[config.mk]
export PLATFORM = sky130hd
export DESIGN_NAME = mac_oe_top
export DESIGN_NICKNAME = d
export VERILOG_FILES = /design/src/rtl/mac_oe_pkg.sv /design/src/rtl/mac_csa3.sv /design/src/rtl/mac_oe_chain.sv /design/src/rtl/mac_oe_merge.sv /design/src/rtl/mac_oe_acc.sv /design/src/rtl/mac_oe_top.sv
export SDC_FILE = /design/constraint.sdc
export NUM_CORES = 1
export LEC_CHECK = 0
export BUFFER_PORTS_ARGS = -buffer_cell sky130_fd_sc_hd__clkbuf_2
export CORE_MARGIN = 2
export CORE_UTILIZATION = 55
export DETAILED_ROUTE_END_ITERATION = 10
export PLACE_DENSITY = 0.84
export SKIP_LAST_GASP = 1
export SYNTH_ARGS = -nofsm -noshare
export SYNTH_HDL_FRONTEND = slang
export SYNTH_SLANG_ARGS = --single-unit
[constraint.sdc]
create_clock -name clk -period 8.9 [get_ports clk]
set_input_delay 0 -clock clk [delete_from_list [all_inputs] [get_ports clk]]
set_output_delay 0 -clock clk [all_outputs]
set_load 0.01 [all_outputs]
[src/rtl/mac_oe_pkg.sv]
`timescale 1ns/1ps
package mac_oe_pkg;

  // Accumulator action decoded from the registered controls.
  typedef enum logic [1:0] {
    ACC_HOLD = 2'd0,
    ACC_LOAD = 2'd1,
    ACC_ADD  = 2'd2
  } acc_op_e;

  // Clear outranks accumulate; nothing happens without valid.
  function automatic acc_op_e pick_acc_op(input logic vld, input logic clr,
                                          input logic add);
    if (!vld)     return ACC_HOLD;
    else if (clr) return ACC_LOAD;
    else if (add) return ACC_ADD;
    else          return ACC_HOLD;
  endfunction

endpackage

[src/rtl/mac_csa3.sv]
`timescale 1ns/1ps
// Three-input carry-save compressor over a W-bit vector.
module mac_csa3 #(
  parameter int W = 32
) (
  input  logic [W-1:0] x,
  input  logic [W-1:0] y,
  input  logic [W-1:0] z,
  output logic [W-1:0] s,
  output logic [W-1:0] c
);
  logic [W-1:0] maj;

  assign s   = x ^ y ^ z;
  assign maj = (x & y) | (x & z) | (y & z);
  assign c   = {maj[W-2:0], 1'b0};
endmodule

[src/rtl/mac_oe_chain.sv]
`timescale 1ns/1ps
// One carry-save chain taking every second partial-product row,
// starting at row PHASE (0 = even rows, 1 = odd rows).
module mac_oe_chain #(
  parameter int A_W   = 16,
  parameter int B_W   = 16,
  parameter int PHASE = 0
) (
  input  logic [A_W-1:0]     a,
  input  logic [B_W-1:0]     b,
  output logic [A_W+B_W-1:0] sum_o,
  output logic [A_W+B_W-1:0] car_o
);
  localparam int PW = A_W + B_W;
  localparam int NR = (B_W - PHASE + 1) / 2;

  logic [PW-1:0] row [NR];
  logic [PW-1:0] s   [NR];
  logic [PW-1:0] c   [NR];

  for (genvar k = 0; k < NR; k++) begin : g_row
    localparam int IDX = PHASE + 2 * k;
    assign row[k] = {{B_W{1'b0}}, (a & {A_W{b[IDX]}})} << IDX;

    if (k == 0) begin : g_head
      assign s[k] = row[k];
      assign c[k] = '0;
    end else begin : g_stage
      mac_csa3 #(.W(PW)) u_csa (
        .x(s[k-1]),
        .y(c[k-1]),
        .z(row[k]),
        .s(s[k]),
        .c(c[k])
      );
    end
  end

  assign sum_o = s[NR-1];
  assign car_o = c[NR-1];
endmodule

[src/rtl/mac_oe_merge.sv]
`timescale 1ns/1ps
// Folds the two chain results (four vectors) into two, then one
// carry-propagate addition yields the product.
module mac_oe_merge #(
  parameter int PW = 32
) (
  input  logic [PW-1:0] ev_s,
  input  logic [PW-1:0] ev_c,
  input  logic [PW-1:0] od_s,
  input  logic [PW-1:0] od_c,
  output logic [PW-1:0] prod
);
  logic [PW-1:0] s1, c1, s2, c2;

  mac_csa3 #(.W(PW)) u_lvl1 (
    .x(ev_s), .y(ev_c), .z(od_s), .s(s1), .c(c1)
  );

  mac_csa3 #(.W(PW)) u_lvl2 (
    .x(s1), .y(c1), .z(od_c), .s(s2), .c(c2)
  );

  assign prod = s2 + c2;
endmodule

[src/rtl/mac_oe_acc.sv]
`timescale 1ns/1ps
// Running-sum register with sticky carry-out flag.
module mac_oe_acc #(
  parameter int PW    = 32,
  parameter int ACC_W = 35
) (
  input  logic             clk,
  input  logic             rst,
  input  logic             vld,
  input  logic             add,
  input  logic             clr,
  input  logic [PW-1:0]    prod_in,
  output logic [ACC_W-1:0] acc_q,
  output logic             ovf_q
);
  import mac_oe_pkg::*;

  localparam int EXT = ACC_W - PW;

  acc_op_e          op;
  logic [ACC_W-1:0] prod_ext;
  logic [ACC_W:0]   sum_w;

  assign op       = pick_acc_op(vld, clr, add);
  assign prod_ext = {{EXT{1'b0}}, prod_in};
  assign sum_w    = {1'b0, acc_q} + {1'b0, prod_ext};

  always_ff @(posedge clk) begin
    if (rst) begin
      acc_q <= '0;
      ovf_q <= 1'b0;
    end else begin
      unique case (op)
        ACC_LOAD: begin
          acc_q <= prod_ext;
          ovf_q <= 1'b0;
        end
        ACC_ADD: begin
          acc_q <= sum_w[ACC_W-1:0];
          ovf_q <= ovf_q | sum_w[ACC_W];
        end
        default: ;
      endcase
    end
  end
endmodule

[src/rtl/mac_oe_top.sv]
`timescale 1ns/1ps
// Two-stage multiply-accumulate: input capture, then split-chain
// array, merge and accumulate into registered outputs.
module mac_oe_top #(
  parameter int A_W   = 16,
  parameter int B_W   = 16,
  parameter int ACC_W = 35
) (
  input  logic                 clk,
  input  logic                 rst,
  input  logic                 in_valid,
  input  logic [A_W-1:0]       op_a,
  input  logic [B_W-1:0]       op_b,
  input  logic                 acc_en,
  input  logic                 acc_clr,
  output logic [A_W+B_W-1:0]   prod,
  output logic [ACC_W-1:0]     acc,
  output logic                 acc_ovf
);
  localparam int PW = A_W + B_W;

  // Stage 1: capture
  logic [A_W-1:0] a_q;
  logic [B_W-1:0] b_q;
  logic           v_q, en_q, clr_q;

  always_ff @(posedge clk) begin
    if (rst) begin
      a_q   <= '0;
      b_q   <= '0;
      v_q   <= 1'b0;
      en_q  <= 1'b0;
      clr_q <= 1'b0;
    end else begin
      v_q   <= in_valid;
      en_q  <= in_valid & acc_en;
      clr_q <= in_valid & acc_clr;
      if (in_valid) begin
        a_q <= op_a;
        b_q <= op_b;
      end
    end
  end

  // Array: even and odd chains in parallel
  logic [PW-1:0] ev_s, ev_c, od_s, od_c, prod_w;

  mac_oe_chain #(.A_W(A_W), .B_W(B_W), .PHASE(0)) u_even (
    .a(a_q), .b(b_q), .sum_o(ev_s), .car_o(ev_c)
  );

  mac_oe_chain #(.A_W(A_W), .B_W(B_W), .PHASE(1)) u_odd (
    .a(a_q), .b(b_q), .sum_o(od_s), .car_o(od_c)
  );

  mac_oe_merge #(.PW(PW)) u_merge (
    .ev_s(ev_s), .ev_c(ev_c), .od_s(od_s), .od_c(od_c), .prod(prod_w)
  );

  // Stage 2: product and accumulator registers
  always_ff @(posedge clk) begin
    if (rst)      prod <= '0;
    else if (v_q) prod <= prod_w;
  end

  mac_oe_acc #(.PW(PW), .ACC_W(ACC_W)) u_acc (
    .clk(clk), .rst(rst), .vld(v_q), .add(en_q), .clr(clr_q),
    .prod_in(prod_w), .acc_q(acc), .ovf_q(acc_ovf)
  );
endmodule

==> results.toml, run 1 <==
[status]
status = "finished with violations"
violations = "design-rule violations"

[detailed_routing]
via_per_inst = 5.816
postRouteAntennaNets = 0
remaining_drc_errors = 4
wl_per_cell_um = 17.66
dr.first_iter.drc_count = 822
drt-total-wl_um = 37340
num_vias = 12300
drtPass1Iterations = 9

[clocking]
tritoncts = "yes"
numCtsBuffers = 9
clkTransAtPathRegs_ns = 0.08
cts.sinks = 103
root_buffer = "clkbuf_16"
htree_levels = 3
cts_buffer_depth = 2
insertion_delay_ns = 0.36

[synthesis]
ys.flop_type = "dfxtp_1"
yosysSeqAreaShare = 0.1408
synth_area_leaders = "fa_1, dfxtp_1, ha_1"
postSynthCellCount = 1675
yosysWarnings = 0
synth.distinct_cells = 72
netlist.top_cell.by_area = "fa_1"
synthesis.nets = 2072
ys_ff_latch = 103
synth_area_sq_um = 14650
syn_area_per_cell_sq_um = 8.744
async_reset_ff_frac = 0
synth_edf_count = 0
synth_top_area_frac = 0.2706

[sta]
rsz0062_at_grt = "true"
tightestPinTransition_ns = 1.126
fin_hold_ws_ns = 0.03274
clock_skew_ns = 0.01396
clock.fmax_mhz = 116.2
min_period_ns = 8.607
setup_ws_ns = 0.2927
relSlewSlack = 0.2493
slew_violations = 0
finalSetupViolCount = 0
final_hold_viol_count = 0
period_share = 0.9671

[power_and_ir_drop]
total_power_mw = 1.572
p_per_area_nw_per_um2 = 96.59
max-vdd-ir-drop_uv = 106.8
leakage_nw = 7.197

[min_path]
holdCritPathClass = "primary input to register"
worstHoldPathCells = 3

[worst_setup_path]
critPathKind = "register to register"
path_common_cell = "fa_1"
critPathCaptureType = "register"
startpoint_type = "register"
r2r_start = "a_q[14]"
crit_end = "u_acc.acc_q[30]"
cp_max_fo = 7
slowest_stage = "fa_1"
critPathMaxStageDelay_ns = 0.52
crit_start = "a_q[14]"
required_ns = 9.17
ff2ff_path_depth = 30
rr_endpoint = "u_acc.acc_q[30]"
crit_arrival_ns = 8.87
worst-r2r-setup-slack_ns = 0.29

[placement]
dpl_worst_slack_ns = 0.05889
place.gp.congestion = 0.8946
dpl.cell_count = 2061
numPortBuffers = 104
placed_area_sq_um = 15490
dp_hpwl_um = 28530

[floorplanning]
die_width_um = 167.2
die_h_um = 167.2
row_count = 59
ios = 105
start_util = 0.5605
dieArea_sq_um = 27950
core_sq_um = 26130

[global_routing]
antenna_found_initial = 1
grt_pass1_vias = 12440
grt_max_degree = 104
grt_usage = 0.2681
grt_pass1_wl_um = 61190
grt-ovfl-total = 0

[layout]
mostFrequentLayoutCells = "inv_1, fa_1, nand2_1, ha_1, and2_1"
final_common_cell = "inv_1"
drive_gt1_frac = 0.1125
final_net_count = 2170
area_growth_pct = 11.10
final_area_sq_um = 16270
final_cells = 2114

[run]
max-cap-violations = 0
[worst min-delay path by stage]
stage	start	end	slack, ns
after floorplan	rst	v_q	0.09
after global placement	acc_clr	clr_q	0.20
after detailed placement	acc_en	en_q	0.21
after CTS	op_a[8]	a_q[8]	0.005
after global routing	op_a[8]	a_q[8]	0.04
final	op_a[8]	a_q[8]	0.03
[kinds of logic after synthesis]
group	share of synthesized area
buf+inv	0.07799
xor+xnor	0.02512
fa+ha+maj	0.4090
compound gates	0.1075
simple gates	0.1834
mux	0.05621
flops	0.1408
[state kept, by name, summed over array words and instances, names as in the netlist]
name         flops
prod            32
v_q              1
b_q             16
u_acc.ovf_q      1
clr_q            1
en_q             1
u_acc.acc_q     35
a_q             16
[critical path: cells and delay by family, from the launching register on]
| kind | cells | cell delay [ns] |
|---|---|---|
| AO/OA/AOI/OAI | 8 | 1.74 |
| XOR/XNOR | 1 | 0.31 |
| adder cells (fa/ha/maj) | 11 | 4.66 |
| buffers and inverters | 4 | 0.22 |
| flip-flops | 1 | 0.36 |
| multiplexers | 1 | 0.32 |
| AND/OR/NAND/NOR | 5 | 0.88 |
[metal layers]
metal | vias to the layer above | GRT usage | wire length (um)
met5 | - | 0 | 0
met4 | 0 | 0.09603 | 1209
li1 | 5681 | - | -
met1 | 6088 | 0.3477 | 15080
met2 | 438 | 0.4599 | 18740
met3 | 89 | 0.03805 | 2307
[where the power goes]
group,switching (mW),internal [mW]
logic,0.372,0.260
clock network,0.206,0.202
registers,0.0476,0.484
[final cells by class]
| type | count | area [sq um] |
|---|---|---|
| flip-flops and latches | 103 | 2082 |
| diodes | 1 | 2.502 |
| repair buffers | 169 | 1109 |
| fillers | 2168 | 9861 |
| inverters | 219 | 822.0 |
| well taps | 335 | 419.2 |
| clock inverters | 6 | 52.55 |
| clock buffers | 10 | 239.0 |
| multi-input cells | 1271 | 11550 |
[repair_timing]
action | 4_1_cts | 5_1_grt
buffers inserted | 0 | 3
endpoints found under the setup margin | 0 | 12
resized for setup | 0 | 40
hold buffers | 33 | 0
endpoints found under the hold margin | 33 | 0
[metrics by stage]
step,utilization,TNS (ns)
5_1_grt,0.6227,-0.06428
3_5_place_dp,0.5926,0
6_report,0.6227,0
2_1_floorplan,-,0
4_1_cts,0.6164,0
3_3_place_gp,0.5926,0
[synthesized netlist by cell type (5+ instances only)]
cell type	number
a211oi_1	19
nor2_1	119
a2111oi_0	5
nor2b_1	8
a221oi_1	8
and2_1	124
xnor2_1	30
o22ai_1	5
nand2_1	188
buf_2	8
dfxtp_1	103
and3_1	12
nand2b_1	6
ha_1	162
clkbuf_1	63
nand3b_1	5
o21ai_0	30
nor3_1	20
a21o_1	29
o21a_1	8
o211ai_1	8
nand4_1	12
or3_1	13
nand3_1	24
o21bai_1	9
mux2i_1	80
inv_1	219
buf_1	9
fa_1	198
a21oi_1	68
a31oi_1	8
xor2_1	12
Power figures use the tool's default switching activity.
==> inputs of run 2 (changes only) <==
Settings changed: GPL_TIMING_DRIVEN set to 0.
==> results.toml, run 2 (synthesis results as in run 1) <==
[clocking]
root_buffer = "clkbuf_16"
cts_buffer_depth = 2
numCtsBuffers = 9
clkTransAtPathRegs_ns = 0.08
cts.sinks = 103
insertion_delay_ns = 0.38
htree_levels = 3
tritoncts = "yes"

[worst_setup_path]
crit_buf_inv = 5
cp_max_fo = 6
worst-r2r-setup-slack_ns = 0.04
crit_arrival_ns = 9.13
rr_endpoint = "u_acc.acc_q[29]"
crit_end = "u_acc.acc_q[29]"
startpoint_type = "register"
critPathCaptureType = "register"
crit_start = "b_q[2]"
ff2ff_path_depth = 29
slowest_stage = "fa_1"
critPathMaxStageDelay_ns = 0.55
critPathKind = "register to register"
cp.depth = 29
required_ns = 9.17
crit_family = "adder cells"
r2r_start = "b_q[2]"
path_common_cell = "fa_1"

[sta]
min_period_ns = 8.856
fin_tns_setup_ns = 0
slew_violations = 0
fin_hold_ws_ns = 0.2061
relSlewSlack = 0.2938
final_hold_viol_count = 0
tightestPinTransition_ns = 1.059
finalSetupViolCount = 0
period_share = 0.9951
clock.fmax_mhz = 112.9
clock_skew_ns = 0.01857

[floorplanning]
start_util = 0.5605
core_sq_um = 26130
dieArea_sq_um = 27950
die_width_um = 167.2
row_count = 59
die_h_um = 167.2
ios = 105

[global_routing]
antenna_found_initial = 1
grt_pass1_vias = 12840
grt_pass1_wl_um = 66530
grt_usage = 0.3010
grt-ovfl-total = 0
grt_max_degree = 22

[layout]
area_growth_pct = 15.51
final_net_count = 2244
drive_gt1_frac = 0.1404
largest_reg_flops = 35
final_common_cell = "inv_1"
top_register = "u_acc.acc_q"
final_area_sq_um = 16920
largestRegisters = "u_acc.acc_q: 35 flops, prod: 32 flops"
fillers = 2101
diodes = 0
mostFrequentLayoutCells = "inv_1, fa_1, nand2_1, ha_1, and2_1"

[min_path]
hold_start = "in_valid"
holdCritPathClass = "primary input to register"

[power_and_ir_drop]
p_per_area_nw_per_um2 = 100.7
max-vdd-ir-drop_uv = 90.62
leakage_nw = 7.432
total_power_mw = 1.704

[detailed_routing]
remaining_drc_errors = 4
drt-total-wl_um = 42590
drtPass1Iterations = 9
wl_per_cell_um = 19.47
via_per_inst = 5.970
num_vias = 13060
dr.first_iter.drc_count = 1162
postRouteAntennaNets = 0

[placement]
dp_hpwl_um = 32270
placed_area_sq_um = 15580
numPortBuffers = 103
place.gp.congestion = 0.9669

[status]
status = "finished with violations"
violations = "design-rule violations"

[run]
max-cap-violations = 0
[run 2: cell count changes in the layout (fill, tap and decap cells not counted), moves of 5 or more]
| cell | before | now |
|---|---|---|
| clkbuf_1 | 0 | 41 |
| clkbuf_2 | 103 | 113 |
| buf_1 | 0 | 9 |
| buf_2 | 0 | 9 |
| a21oi_1 | 67 | 61 |
| dfxtp_1 | 91 | 85 |
| ha_1 | 157 | 151 |
| dfxtp_4 | 2 | 7 |
[run 2: layer usage]
layer	wire, um	part of all wire	global-route usage
met1	17240	0.40	0.3960
met2	20310	0.48	0.4999
met3	3444	0.081	0.05152
met4	1580	0.037	0.1138
met5	15	0.00035	0
[run 2: final cells by class]
class,count,area [sq um],area share
flip-flops and latches,103,2102,0.1242
plain buffers,76,362.8,0.02145
inverters,219,822.0,0.04859
clock buffers,9,225.2,0.01331
repair buffers,167,1091,0.06449
well taps,335,419.2,0.02477
clock inverters,7,81.33,0.004807
multi-input cells,1271,11820,0.6983
[run 2: how the worst min path moves through the flow]
stage                       to  slack (ns)  depth (start not counted)
after global routing       v_q        0.21                          2
after detailed placement  en_q        0.21                          2
after global placement    en_q        0.21                          2
after CTS                  v_q        0.19                          2
final                      v_q        0.21                          2
after floorplan            v_q        0.09                          1
[run 2: per-stage QoR]
stage	setup WS, ns	cells	util
finish	0.04403	2187	0.6474
global placement	-0.6806	2113	0.5962
floorplan	0.4300	1675	-
global route	-0.08366	2187	0.6474
detailed placement	-0.9278	2113	0.5962
CTS	0.02103	2172	0.6325
[run 2: repair_timing]
| item | in CTS | in global routing |
|---|---|---|
| hold buffers | 36 | 0 |
| pin swaps | 8 | 38 |
| buffers inserted | 8 | 20 |
| endpoints found under the hold margin | 36 | 0 |
| resized for setup | 69 | 75 |
| endpoints found under the setup margin | 16 | 14 |
[run 2: power by group]
| group | leakage (nW) | total, mW | switching, mW | internal, mW |
|---|---|---|---|---|
| logic | 6.43 | 0.738 | 0.432 | 0.306 |
| registers | 0.849 | 0.525 | 0.0412 | 0.484 |
| clock network | 0.150 | 0.441 | 0.237 | 0.203 |
| total | 7.43 | 1.70 | 0.711 | 0.993 |
==> inputs of run 3 (changes only) <==
Settings changed: CORE_UTILIZATION 55 to 57, PLACE_DENSITY 0.84 to 0.86.
==> results.toml, run 3 (synthesis results as in run 1) <==
[worst_setup_path]
ff2ff_path_depth = 31
cp_max_fo = 10
required_ns = 9.19
path_common_cell = "fa_1"
slowest_stage = "fa_1"
startpoint_type = "register"
crit_arrival_ns = 9.16
critPathKind = "register to register"
critPathMaxStageDelay_ns = 0.54
critPathCaptureType = "register"

[min_path]
worstHoldPathCells = 3
holdCritPathClass = "primary input to register"

[clocking]
tritoncts = "yes"
cts.sinks = 103
numCtsBuffers = 9
clkTransAtPathRegs_ns = 0.10
root_buffer = "clkbuf_16"
insertion_delay_ns = 0.39
htree_levels = 3
cts_buffer_depth = 2

[sta]
final_hold_viol_count = 0
rsz0062_at_grt = "true"
min_period_ns = 8.873
relSlewSlack = 0.3365
tightestPinTransition_ns = 0.9952
finalSetupViolCount = 0
setup_ws_ns = 0.02734
clock_skew_ns = 0.02167
period_share = 0.9969
clock.fmax_mhz = 112.7
slew_violations = 0
fin_hold_ws_ns = 0.2004

[layout]
final_util = 0.6684
top_register = "u_acc.acc_q"
largest_reg_flops = 35
drive_gt1_frac = 0.1357
diodes = 0
final_cells = 2180
final_net_count = 2242
largestRegisters = "u_acc.acc_q: 35 flops, prod: 32 flops"
final_common_cell = "inv_1"
area_growth_pct = 14.92
mostFrequentLayoutCells = "inv_1, fa_1, nand2_1, ha_1, and2_1"
final_area_sq_um = 16830
fillers = 1852

[placement]
dpl_worst_slack_ns = -0.9531
placed_area_sq_um = 15570
dp_hpwl_um = 32520
place.gp.congestion = 0.9561
numPortBuffers = 103
dpl.cell_count = 2108

[power_and_ir_drop]
swShare = 0.4123
power_frac_comb = 0.420
power.switching_mw = 0.7052
p_int_mw = 1.005
clockPowerShare = 0.273
leakage_nw = 7.421
p_per_area_nw_per_um2 = 101.6
max-vdd-ir-drop_uv = 98.69
power_frac_seq = 0.307

[floorplanning]
row_count = 58
ios = 105
die_h_um = 164.3
start_util = 0.5816
dieArea_sq_um = 26990
core_sq_um = 25180
die_width_um = 164.3

[detailed_routing]
via_per_inst = 6.019
num_vias = 13120
drtPass1Iterations = 9
drt-total-wl_um = 42890
postRouteAntennaNets = 0
wl_per_cell_um = 19.67
remaining_drc_errors = 0
dr.first_iter.drc_count = 987

[run]
max-cap-violations = 0

[global_routing]
grt_usage = 0.3234
grt_max_degree = 21
grt-ovfl-total = 0
grt_pass1_vias = 13440
grt_pass1_wl_um = 67390
antenna_found_initial = 1

[status]
status = "completed"
run 3: cell count changes in the layout (fill, tap and decap cells not counted), moves of 3 or more:
cell | before | now
clkbuf_4 | 1 | 4
dfxtp_1 | 85 | 88
ha_1 | 151 | 154
fa_2 | 2 | 8
buf_6 | 5 | 2
fa_1 | 196 | 190
buf_2 | 9 | 6
a21oi_2 | 6 | 3
clkbuf_2 | 113 | 116
a21oi_1 | 61 | 65
ha_4 | 8 | 5
run 3: routing by layer:
metal / wire length, um / track usage / up-vias
li1: - / - / 5849
met1: 15960 / 0.4016 / 6355
met2: 20220 / 0.5333 / 717
met3: 4326 / 0.06667 / 201
met4: 2377 / 0.1659 / 0
met5: 0 / 0 / -
run 3: power by group through the flow:
stage / logic (mW) / registers (mW) / clock network [mW]
final: 0.719 / 0.525 / 0.467
after floorplan: 0.447 / 0.518 / 0
after global placement: 0.592 / 0.531 / 0
after global routing: 0.781 / 0.526 / 0.480
after detailed placement: 0.615 / 0.532 / 0
after CTS: 0.660 / 0.522 / 0.461
run 3: through the flow:
step                      TNS, ns  power [mW]
after floorplan                 0      0.9646
after global placement     -5.230       1.123
after detailed placement   -7.504       1.146
after CTS                       0       1.644
after global routing      -0.5874       1.787
final                           0       1.711
run 3: cell type report:
type                    instances  area (sq um)  area share
repair buffers                162          1051     0.06244
plain buffers                  79         371.6     0.02208
clock inverters                 7         97.59    0.005798
inverters                     219         822.0     0.04884
well taps                     330         412.9     0.02453
multi-input cells            1271         11760      0.6986
flip-flops and latches        103          2093      0.1244
clock buffers                   9         225.2     0.01338
run 3: repair_timing:
| action | in CTS | in global routing |
|---|---|---|
| hold endpoints to repair | 36 | 0 |
| hold buffers | 37 | 0 |
| setup endpoints to repair | 16 | 14 |
| resized for setup | 66 | 59 |
| cloned | 0 | 0 |
| pin swaps | 8 | 18 |
| setup buffers | 6 | 16 |
run 3: path summary, 6_finish.rpt:
| check | start | endpoint | slack, ns |
|---|---|---|---|
| setup / recovery | a_q[13] | u_acc.acc_q[30] | 0.03 |
| hold / removal | in_valid | b_q[15] | 0.20 |
| setup reg to reg | a_q[13] | u_acc.acc_q[30] | 0.03 |
| hold reg to reg | u_acc.ovf_q | u_acc.ovf_q | 0.46 |
run 3: critical path: cells and delay by family, from the launching register on:
family	cells	cell delay (ns)
flops	1	0.40
xor+xnor	1	0.25
simple gates	3	0.75
fa+ha+maj	11	4.57
compound gates	9	1.80
buf+inv	6	0.68
mux	1	0.32
